### src/rtl/pio_chk_pkg.sv
package pio_chk_pkg;

  localparam int NCAUSE = 5;

  typedef enum logic [2:0] {
    C_NONE  = 3'd0,
    C_SIZE  = 3'd1,
    C_SPACE = 3'd2,
    C_ALIGN = 3'd3,
    C_MASK  = 3'd4,
    C_BUF   = 3'd5
  } cause_e;

  typedef enum logic [2:0] {
    SZ_1B  = 3'd0,
    SZ_2B  = 3'd1,
    SZ_4B  = 3'd2,
    SZ_8B  = 3'd3,
    SZ_16B = 3'd4
  } size_e;

  // Naturally aligned 1/2/4-byte masks for config and I/O writes.
  function automatic logic narrow_mask_ok(input logic [7:0] m);
    logic ok;
    ok = 1'b0;
    for (int w = 1; w <= 4; w = w * 2) begin
      for (int s = 0; s < 8; s = s + w) begin
        if (m == 8'(((1 << w) - 1) << s)) ok = 1'b1;
      end
    end
    return ok;
  endfunction

endpackage

### src/rtl/pio_rule_eval.sv
module pio_rule_eval
  import pio_chk_pkg::*;
#(
  parameter bit WIDE_RD_EN = 1'b1,
  parameter bit STRICT_BUF = 1'b1,
  parameter int BW         = 1
) (
  input  logic          clk_i,
  input  logic          rst_ni,
  input  logic          valid_i,
  input  logic          rd_i,
  input  logic [1:0]    cmd_i,
  input  logic [3:0]    addr_lo_i,
  input  logic [7:0]    bmask_i,
  input  logic [2:0]    size_i,
  input  logic [BW-1:0] buf_i,
  output cause_e        cause_o
);

  logic mem_space;
  logic size_bad, space_bad, align_bad, mask_bad, buf_bad;

  assign mem_space = cmd_i[1];

  always_comb begin
    size_bad = 1'b0;
    if (rd_i) begin
      if (size_i > SZ_16B)                     size_bad = 1'b1;
      else if (size_i == SZ_16B && !WIDE_RD_EN) size_bad = 1'b1;
    end
  end

  assign space_bad = rd_i && !mem_space && (size_i == SZ_8B || size_i == SZ_16B);

  always_comb begin
    align_bad = 1'b0;
    if (rd_i) begin
      unique case (size_i)
        SZ_2B:   align_bad = addr_lo_i[0];
        SZ_4B:   align_bad = |addr_lo_i[1:0];
        SZ_8B:   align_bad = |addr_lo_i[2:0];
        SZ_16B:  align_bad = |addr_lo_i[3:0];
        default: align_bad = 1'b0;
      endcase
    end
  end

  assign mask_bad = !rd_i && !mem_space && !narrow_mask_ok(bmask_i);
  assign buf_bad  = STRICT_BUF && (|buf_i);

  always_comb begin
    cause_o = C_NONE;
    if (valid_i) begin
      if      (size_bad)  cause_o = C_SIZE;
      else if (space_bad) cause_o = C_SPACE;
      else if (align_bad) cause_o = C_ALIGN;
      else if (mask_bad)  cause_o = C_MASK;
      else if (buf_bad)   cause_o = C_BUF;
    end
  end

  a_rd_nomask_r10: assert property (@(posedge clk_i) disable iff (!rst_ni)
    valid_i && rd_i |-> cause_o != C_MASK);
  a_wr_nosize_r10: assert property (@(posedge clk_i) disable iff (!rst_ni)
    valid_i && !rd_i |-> !(cause_o inside {C_SIZE, C_SPACE, C_ALIGN}));
  a_mem_wr_r4: assert property (@(posedge clk_i) disable iff (!rst_ni)
    valid_i && !rd_i && mem_space |-> cause_o != C_MASK);
  a_idle_r2: assert property (@(posedge clk_i) disable iff (!rst_ni)
    !valid_i |-> cause_o == C_NONE);

endmodule

### config.mk
export PLATFORM = sky130hd
export DESIGN_NAME = pio_rule_eval
export DESIGN_NICKNAME = d
export VERILOG_FILES = /design/src/rtl/pio_chk_pkg.sv /design/src/rtl/pio_rule_eval.sv
export SDC_FILE = /design/constraint.sdc
export NUM_CORES = 1
export LEC_CHECK = 0
export ABC_CLOCK_PERIOD_IN_PS = 1000
export BUFFER_PORTS_ARGS = -buffer_cell sky130_fd_sc_hd__buf_2
export CAP_MARGIN = 25
export CORE_AREA = 2 2 39 41
export DETAILED_ROUTE_END_ITERATION = 16
export DIE_AREA = 0 0 41 43
export MAX_ROUTING_LAYER = met4
export SLEW_MARGIN = 20
export SYNTH_ARGS = -nofsm -noshare
export SYNTH_HDL_FRONTEND = slang
export SYNTH_SLANG_ARGS = --single-unit
### constraint.sdc
create_clock -name vclk -period 1
set_input_delay 0.05 -clock vclk [all_inputs]
set_output_delay 0.05 -clock vclk [all_outputs]
set_load 0.03 [all_outputs]
* Word level (Yosys, flattened, before mapping)
Cells that the tools add are included.
** Storage, ports and cells
- Logic and storage cells :: 54
- Bits of input ports :: 22
- Output and inout bits :: 3
- Flip-flop bits (word level) :: 0
** Cells by class
- Equality and inequality tests :: 18
- Order comparisons :: 1
- Reductions and logical operators :: 11
- Muxes and demuxes :: 24
** Operators with widths (count)
- 8-bit by 4-bit == test with 1-bit output (second input constant) :: 3
- 8-bit == test (second input constant) :: 3
- 3-bit two-way mux :: 6
- 1-bit two-way mux :: 17
- 8-bit by 2-bit == test with 1-bit output (second input constant) :: 2
- 8-bit by 6-bit == test with 1-bit output (second input constant) :: 2
- 8-bit by 1-bit == test with 1-bit output (second input constant) :: 1
- 8-bit by 3-bit == test with 1-bit output (second input constant) :: 1
- 8-bit by 5-bit == test with 1-bit output (second input constant) :: 1
- 8-bit by 7-bit == test with 1-bit output (second input constant) :: 1
- 3-bit by 2-bit == test with 1-bit output (second input constant) :: 2
- 1-bit logical AND :: 4
- 1-bit one-hot mux with 4 select lines :: 1
- 4-bit OR reduction :: 1
- 3-bit by 1-bit == test with 1-bit output (second input constant) :: 1
- 3-bit == test (second input constant) :: 1
- 3-bit greater-than comparator (second input constant) :: 1
- 1-bit zero test :: 3
- 3-bit OR reduction :: 1
- 2-bit OR reduction :: 1
- 1-bit logical OR :: 1

* Logic depth before layout (Yosys ltp)
Gate-level depths: netlist of run 1.
- Depth in word-level cells :: 22
- Depth in mapped cells :: 5
- Gate-level depth less buffers :: 5

* Worst setup path before layout of run 1
No wires, ideal clock.
- Path kind :: in2out
- From :: in addr_lo_i[1]
- To :: out cause_o[2]
- Setup slack :: -0.219 ns
- Cell stages on the path :: 4
- Data required time :: 0.950 ns
- Path buffers :: 0
- Data arrival time :: 1.169 ns
- Cells stage by stage :: or4_1 -> nand4_1 -> and2_1 -> o2111a_1
** Between the ends
- Word-level cells in the longest chain between the ends :: 7
- Elaborated cells between the ends (all ways) :: 9
- Classes of those cells :: 6 x mux; 3 x reduce/logical
** Ends and longest elaborated chain
- start, declared :: RTL line pio_rule_eval.sv:13 : input logic [3:0] addr_lo_i,
- 4-bit OR reduction (tied with other cells) :: RTL line pio_rule_eval.sv:42 : SZ_16B: align_bad = |addr_lo_i[3:0];
- 1-bit one-hot mux with 4 select lines (*) :: RTL line pio_rule_eval.sv:38 : unique case (size_i)
- 1-bit two-way mux (*) :: RTL line pio_rule_eval.sv:37 : if (rd_i) begin
- 3-bit two-way mux (*) :: RTL line pio_rule_eval.sv:56 : else if (align_bad) cause_o = C_ALIGN;
- 3-bit two-way mux (*) :: RTL line pio_rule_eval.sv:55 : else if (space_bad) cause_o = C_SPACE;
- 3-bit two-way mux (*) :: RTL line pio_rule_eval.sv:54 : if (size_bad) cause_o = C_SIZE;
- 3-bit two-way mux (*) :: RTL line pio_rule_eval.sv:53 : if (valid_i) begin
- end, declared :: RTL line pio_rule_eval.sv:17 : output cause_e cause_o
Every way passes the cells marked *; elsewhere a longest branch is shown, timed or not.

* Final worst setup path of run 1
- From :: in size_i[2]
- To :: out cause_o[2]
** Between the ends
- Word-level cells in the longest chain between the ends :: 7
- Elaborated cells between the ends (all ways) :: 15
- Classes of those cells :: 1 x order compare; 4 x eq/ne; 8 x mux; 2 x reduce/logical
** Ends and longest elaborated chain
- start, declared :: RTL line pio_rule_eval.sv:15 : input logic [2:0] size_i,
- 3-bit == test (tied with other cells) :: RTL line pio_rule_eval.sv:33, pio_rule_eval.sv:38
- 1-bit one-hot mux with 4 select lines :: RTL line pio_rule_eval.sv:38
- 1-bit two-way mux :: RTL line pio_rule_eval.sv:37
- 3-bit two-way mux :: RTL line pio_rule_eval.sv:56
- 3-bit two-way mux :: RTL line pio_rule_eval.sv:55
- 3-bit two-way mux (*) :: RTL line pio_rule_eval.sv:54
- 3-bit two-way mux (*) :: RTL line pio_rule_eval.sv:53
Marks and branches as above.

==> results of run 1 <==
-- final cells by class --
class | instances | area [µm²] | share of cell area [%]
multi-input cells | 35 | 241 | 51.1
repair buffers | 30 | 208 | 43.9
well taps | 16 | 20.0 | 4.23
inverters | 1 | 3.75 | 0.794
-- metal layers --
metal	global-route usage (%)	vias to the layer above	routed length, µm
li1	-	204	-
met1	10.8	158	296
met2	12.5	13	347
met3	0	0	68
met4	0	0	0
met5	-	-	0
-- final timing paths --
| check | from | to |
|---|---|---|
| setup / recovery | size_i[2] | cause_o[2] |
| hold / removal | valid_i | cause_o[1] |
-- cells in the mapped netlist (all sizes together) --
| cell | n | area (µm²) |
|---|---|---|
| nor3 | 1 | 5.00 |
| o21bai | 1 | 7.51 |
| nor4bb | 1 | 10.0 |
| nor4 | 1 | 6.26 |
| o21ai | 5 | 36.3 |
| inv | 1 | 3.75 |
| o22ai | 1 | 6.26 |
| a31oi | 1 | 6.26 |
| nor3b | 1 | 7.51 |
| nand2 | 4 | 15.0 |
| nor2b | 1 | 6.26 |
| nand3 | 1 | 5.00 |
| and3 | 1 | 6.26 |
| and3b | 1 | 10.0 |
| nand4 | 2 | 12.5 |
| o2111a | 1 | 11.3 |
| mux2i | 2 | 20.0 |
| o211ai | 1 | 7.51 |
| or4 | 1 | 7.51 |
| and2 | 1 | 6.26 |
| a21oi | 2 | 10.0 |
| nor2 | 5 | 18.8 |
-- repair_timing --
action,in CTS,in global routing
gates resized for setup,9,4
pin swaps,1,6
setup endpoints to repair,3,3
-- stage by stage --
stage | hold WS (ns) | instances | worst slack, ns | area (µm²)
after floorplan | 0.254 | 36 | -0.124 | 229
after global placement | 0.474 | 82 | -0.365 | 419
after detailed placement | 0.475 | 82 | -0.360 | 419
after CTS | 0.472 | 82 | -0.299 | 455
after global routing | 0.476 | 82 | -0.343 | 473
final | 0.458 | 82 | -0.292 | 473
-- power by group through the flow --
stage	combinational [mW]	sequential, mW	clock, mW
2_1_floorplan	0.0754	0	0
3_3_place_gp	0.166	0	0
3_5_place_dp	0.169	0	0
4_1_cts	0.190	0	0
5_1_grt	0.215	0	0
6_report	0.198	0	0
-- cell families (layout without fill, tap and decap cells) --
family | count (synthesis) | after routing | synth area share, %
AND/OR/NAND/NOR | 21 | 21 | 51.7
multiplexers | 2 | 2 | 8.89
buffers and inverters | 1 | 31 | 1.67
AO/OA/AOI/OAI | 12 | 12 | 37.8
-- placed cells by master, fill, tap and decap left out, types with 2 or more instances in the layout --
cell type and instances:
a21oi_1 2, buf_2 16, buf_4 8, buf_6 6
mux2i_1 2, nand2_1 4, nand4_1 2, nor2_1 3
o21ai_0 3
==> results.ini, run 1 <==
[run_status]
outcome=finished, violations left
violations=negative setup slack

[final_layout]
clockBufferCount=0
seqCellArea_um2=0
num_antenna_cells=0
nFillCells=152
nets=90
final_layout_size_suffix_gt1_share_pct=56.1
area.growth.synth_to_final_pct=110
final_core_util_pct=34.2
nFlopsAndLatches=0

[synthesis]
yosys_warnings=0
synth_fp_nets=58
synth_area_per_cell_um2=6.26
synthDistinctLibCells=24
seq_area_frac_synth_pct=0
syn_area_um2=225
netlist_instances=36

[worst_setup_path]
cp.arrival_ns=1.24
critPathCaptureType=primary output
worst_path_most_repeated_cell=buf_6
crit_chain=buf_6 -> nor4bb_1 -> or4_1 -> nand4_1 -> and2_4 -> o2111a_2 -> buf_6
path_delay_family=simple AND/OR/NAND/NOR gates
slowest_stage=or4_1
cp.required_ns=0.95
critPathKind=input pin to primary output
crit_cells=7
critical-path-max-stage-delay_ns=0.40
crit_fanout=2
path_buf_inv=2
critPathLaunchType=input pin

[grt]
antenna_found_initial=0
overflow=0
grt_pass1_vias=283
grt_max_degree=6
track_usage_pct=7.57
grt_pass1_wl_mm=1.01

[cts]
postCtsHoldBufs=0
cts_setup_buffers=0

[sta]
drv_slew=0
rsz0062_at_grt=true
setup_viol=3
min_period_ns=1.29
relSlewSlack_pct=81.4
hold_viol_final=0
worst_slack_ns=-0.292
fmax_mhz=774
post-route-period-util_pct=129
tightest_slew_ns=0.276
fin_setup_tns_ns=-0.719

[drt]
wl_per_cell_um=8.68
wirelength_um=712
vias_per_cell=4.57
drtIter0Drc=0
postRouteAntennaNets=0
routed-via-count=375
first_pass_iters=1
remaining_drc_errors=0

[job]
maxCapViolCount=0

[pwr]
combinationalPowerShare_pct=100.0
p_int_uw=108
pwr-share-clk_pct=0
power_switching_uw=89.3
seqPwrFrac_pct=0
p_leak_nw=0.220
power.density_nw_per_um2=418
finalPower_uw=198
swShare_pct=45.2
vdd_drop_max_mv=0.132

[floorplan]
die_h_um=43
std_cell_rows=14
dieWidth_um=41
pin_count=25
initial_core_util_pct=16.3
dieArea_um2=1760
coreArea_um2=1380

[placed_design]
routabilityCongestion=0.725
io_buffers=22

[worst_hold_path]
hold_path.class=input pin to primary output
whs_path_depth=4

(Power assumes the default switching activity.)
==> inputs of run 2 (changes only) <==
Settings changed: CELL_PAD_IN_SITES_DETAIL_PLACEMENT set to 1, CELL_PAD_IN_SITES_GLOBAL_PLACEMENT set to 1, PLACE_DENSITY_LB_ADDON set to 0.1.
==> run 2 against run 1 <==
Compared with the run above: the flow still finishes with violations (negative setup slack); fmax decreased by 1.5%; global-route usage increased by 1.8 points; utilization increased by 3.0 points; design area increased by 8.7%; final cell count unchanged; worst setup slack got worse by 0.020 ns; highest routed layer unchanged.
==> results.ini, run 2 (synthesized netlist as in run 1, its figures left out) <==
[sta]
timing.hold.ws_ns=0.487  ; was 0.458 ns
fin_setup_tns_ns=-0.775  ; was -0.719 ns
drv_slew=0  ; unchanged
relSlewSlack_pct=79.2  ; was 81.4%
post-route-period-util_pct=131  ; was 129%
worst_slack_ns=-0.312  ; was -0.292 ns
hold_viol_final=0  ; unchanged
rsz0062_at_grt=true  ; unchanged
setup_viol=3  ; unchanged
min_period_ns=1.31  ; was 1.29 ns
tightest_slew_ns=0.311  ; was 0.276 ns
fmax_mhz=762  ; was 774 MHz

[drt]
remaining_drc_errors=0  ; unchanged
wirelength_um=877  ; was 712 µm
postRouteAntennaNets=0  ; unchanged
routed-via-count=390  ; was 375
wl_per_cell_um=10.7  ; was 8.68 µm
drtIter0Drc=2  ; was 0
vias_per_cell=4.76  ; was 4.57
first_pass_iters=2  ; was 1

[final_layout]
design_area_um2=514  ; was 473 µm²
clockBufferCount=0  ; unchanged
area.growth.synth_to_final_pct=128  ; was 110%
nets=90  ; unchanged
final_cell_mix=buf_2, buf_4, buf_6  ; unchanged
nFlopsAndLatches=0  ; unchanged
num_antenna_cells=0  ; unchanged
seqCellArea_um2=0  ; unchanged
final_layout_size_suffix_gt1_share_pct=60.6  ; was 56.1%
layout_commonest_cell=buf_2  ; unchanged

[worst_setup_path]
path_buf_inv=2  ; unchanged
crit_cells=7  ; unchanged
critPathCaptureType=primary output  ; unchanged
cp.arrival_ns=1.26  ; was 1.24 ns
crit_fanout=2  ; unchanged
path_delay_family=simple AND/OR/NAND/NOR gates  ; unchanged
worst_path_most_repeated_cell=buf_6  ; unchanged
critPathKind=input pin to primary output  ; unchanged
cp.required_ns=0.95  ; about the same
critPathLaunchType=input pin  ; unchanged
crit_chain=buf_6 -> nor4bb_1 -> or4_1 -> nand4_1 -> and2_4 -> o2111a_2 -> buf_6  ; unchanged
critical-path-max-stage-delay_ns=0.39  ; was 0.40 ns
slowest_stage=or4_1  ; unchanged

[run_status]
outcome=finished, violations left  ; unchanged
violations=negative setup slack  ; unchanged

[grt]
grt_use_met2_pct=17.2  ; was 12.5%
grt_pass1_vias=333  ; was 283
antenna_found_initial=0  ; unchanged
grt_use_met3_pct=0  ; unchanged
grt_max_degree=6  ; unchanged
grt.busiest_layer=met2  ; unchanged
met1_usage_pct=11.7  ; was 10.8%
overflow=0  ; unchanged
track_usage_pct=9.42  ; was 7.57%
grt_pass1_wl_mm=1.22  ; was 1.01 mm

[pwr]
finalPower_uw=220  ; was 198 µW
power.density_nw_per_um2=428  ; was 418 nW/µm²
vdd_drop_max_mv=0.162  ; was 0.132 mV
p_leak_nw=0.228  ; was 0.220 nW

[placed_design]
routabilityCongestion=0.660  ; was 0.725
io_buffers=22  ; unchanged
dpl_worst_slack_ns=-0.392  ; was -0.360 ns
dp_hpwl_um=679
dpl_cell_area_um2=419  ; unchanged

[floorplan]
initial_core_util_pct=16.3  ; unchanged
std_cell_rows=14  ; unchanged
dieArea_um2=1760  ; unchanged
dieWidth_um=41  ; unchanged
die_h_um=43  ; unchanged
coreArea_um2=1380  ; unchanged
pin_count=25  ; unchanged

[worst_hold_path]
hold_path.class=input pin to primary output  ; unchanged
whs_path_depth=4  ; unchanged

[cts]
postCtsHoldBufs=0  ; unchanged

[job]
maxCapViolCount=0  ; unchanged

## run 2: cell counts in the layout (fill, tap and decap cells not counted)
Identical to the previous run, type by type.
## run 2: per-layer routing
metal | part of all wire (%) | wire length, µm
met1 | 44 | 383
met2 | 49 | 426
met3 | 7.8 | 68
met4 | 0 | 0
met5 | 0 | 0
## run 2: power breakdown
part	switching [mW]	total, mW	internal (mW)
Sequential	0	0	0
Clock	0	0	0
Combinational	0.0996	0.220	0.120
Total	0.0996	0.220	0.120
## run 2: worst paths after layout
kind | start | to
max | size_i[2] | cause_o[2]
min | buf_i | cause_o[0]
## run 2: area by class of cell
cell class	count	area [µm²]
Fill cell	178	870
Inverter	1	3.75
Multi-Input combinational cell	35	268
Tap cell	16	20.0
Timing Repair Buffer	30	223
## run 2: repair_timing
item / CTS / global route
buffers inserted: 1 / 0
gates resized for setup: 13 / 10
endpoints found under the setup margin: 3 / 3
pin swaps: 3 / 5
## run 2: through the flow
step	util [%]	std cells
2_1_floorplan	-	36
3_3_place_gp	30.3	82
3_5_place_dp	30.3	82
4_1_cts	34.1	82
5_1_grt	37.2	82
6_report	37.2	82
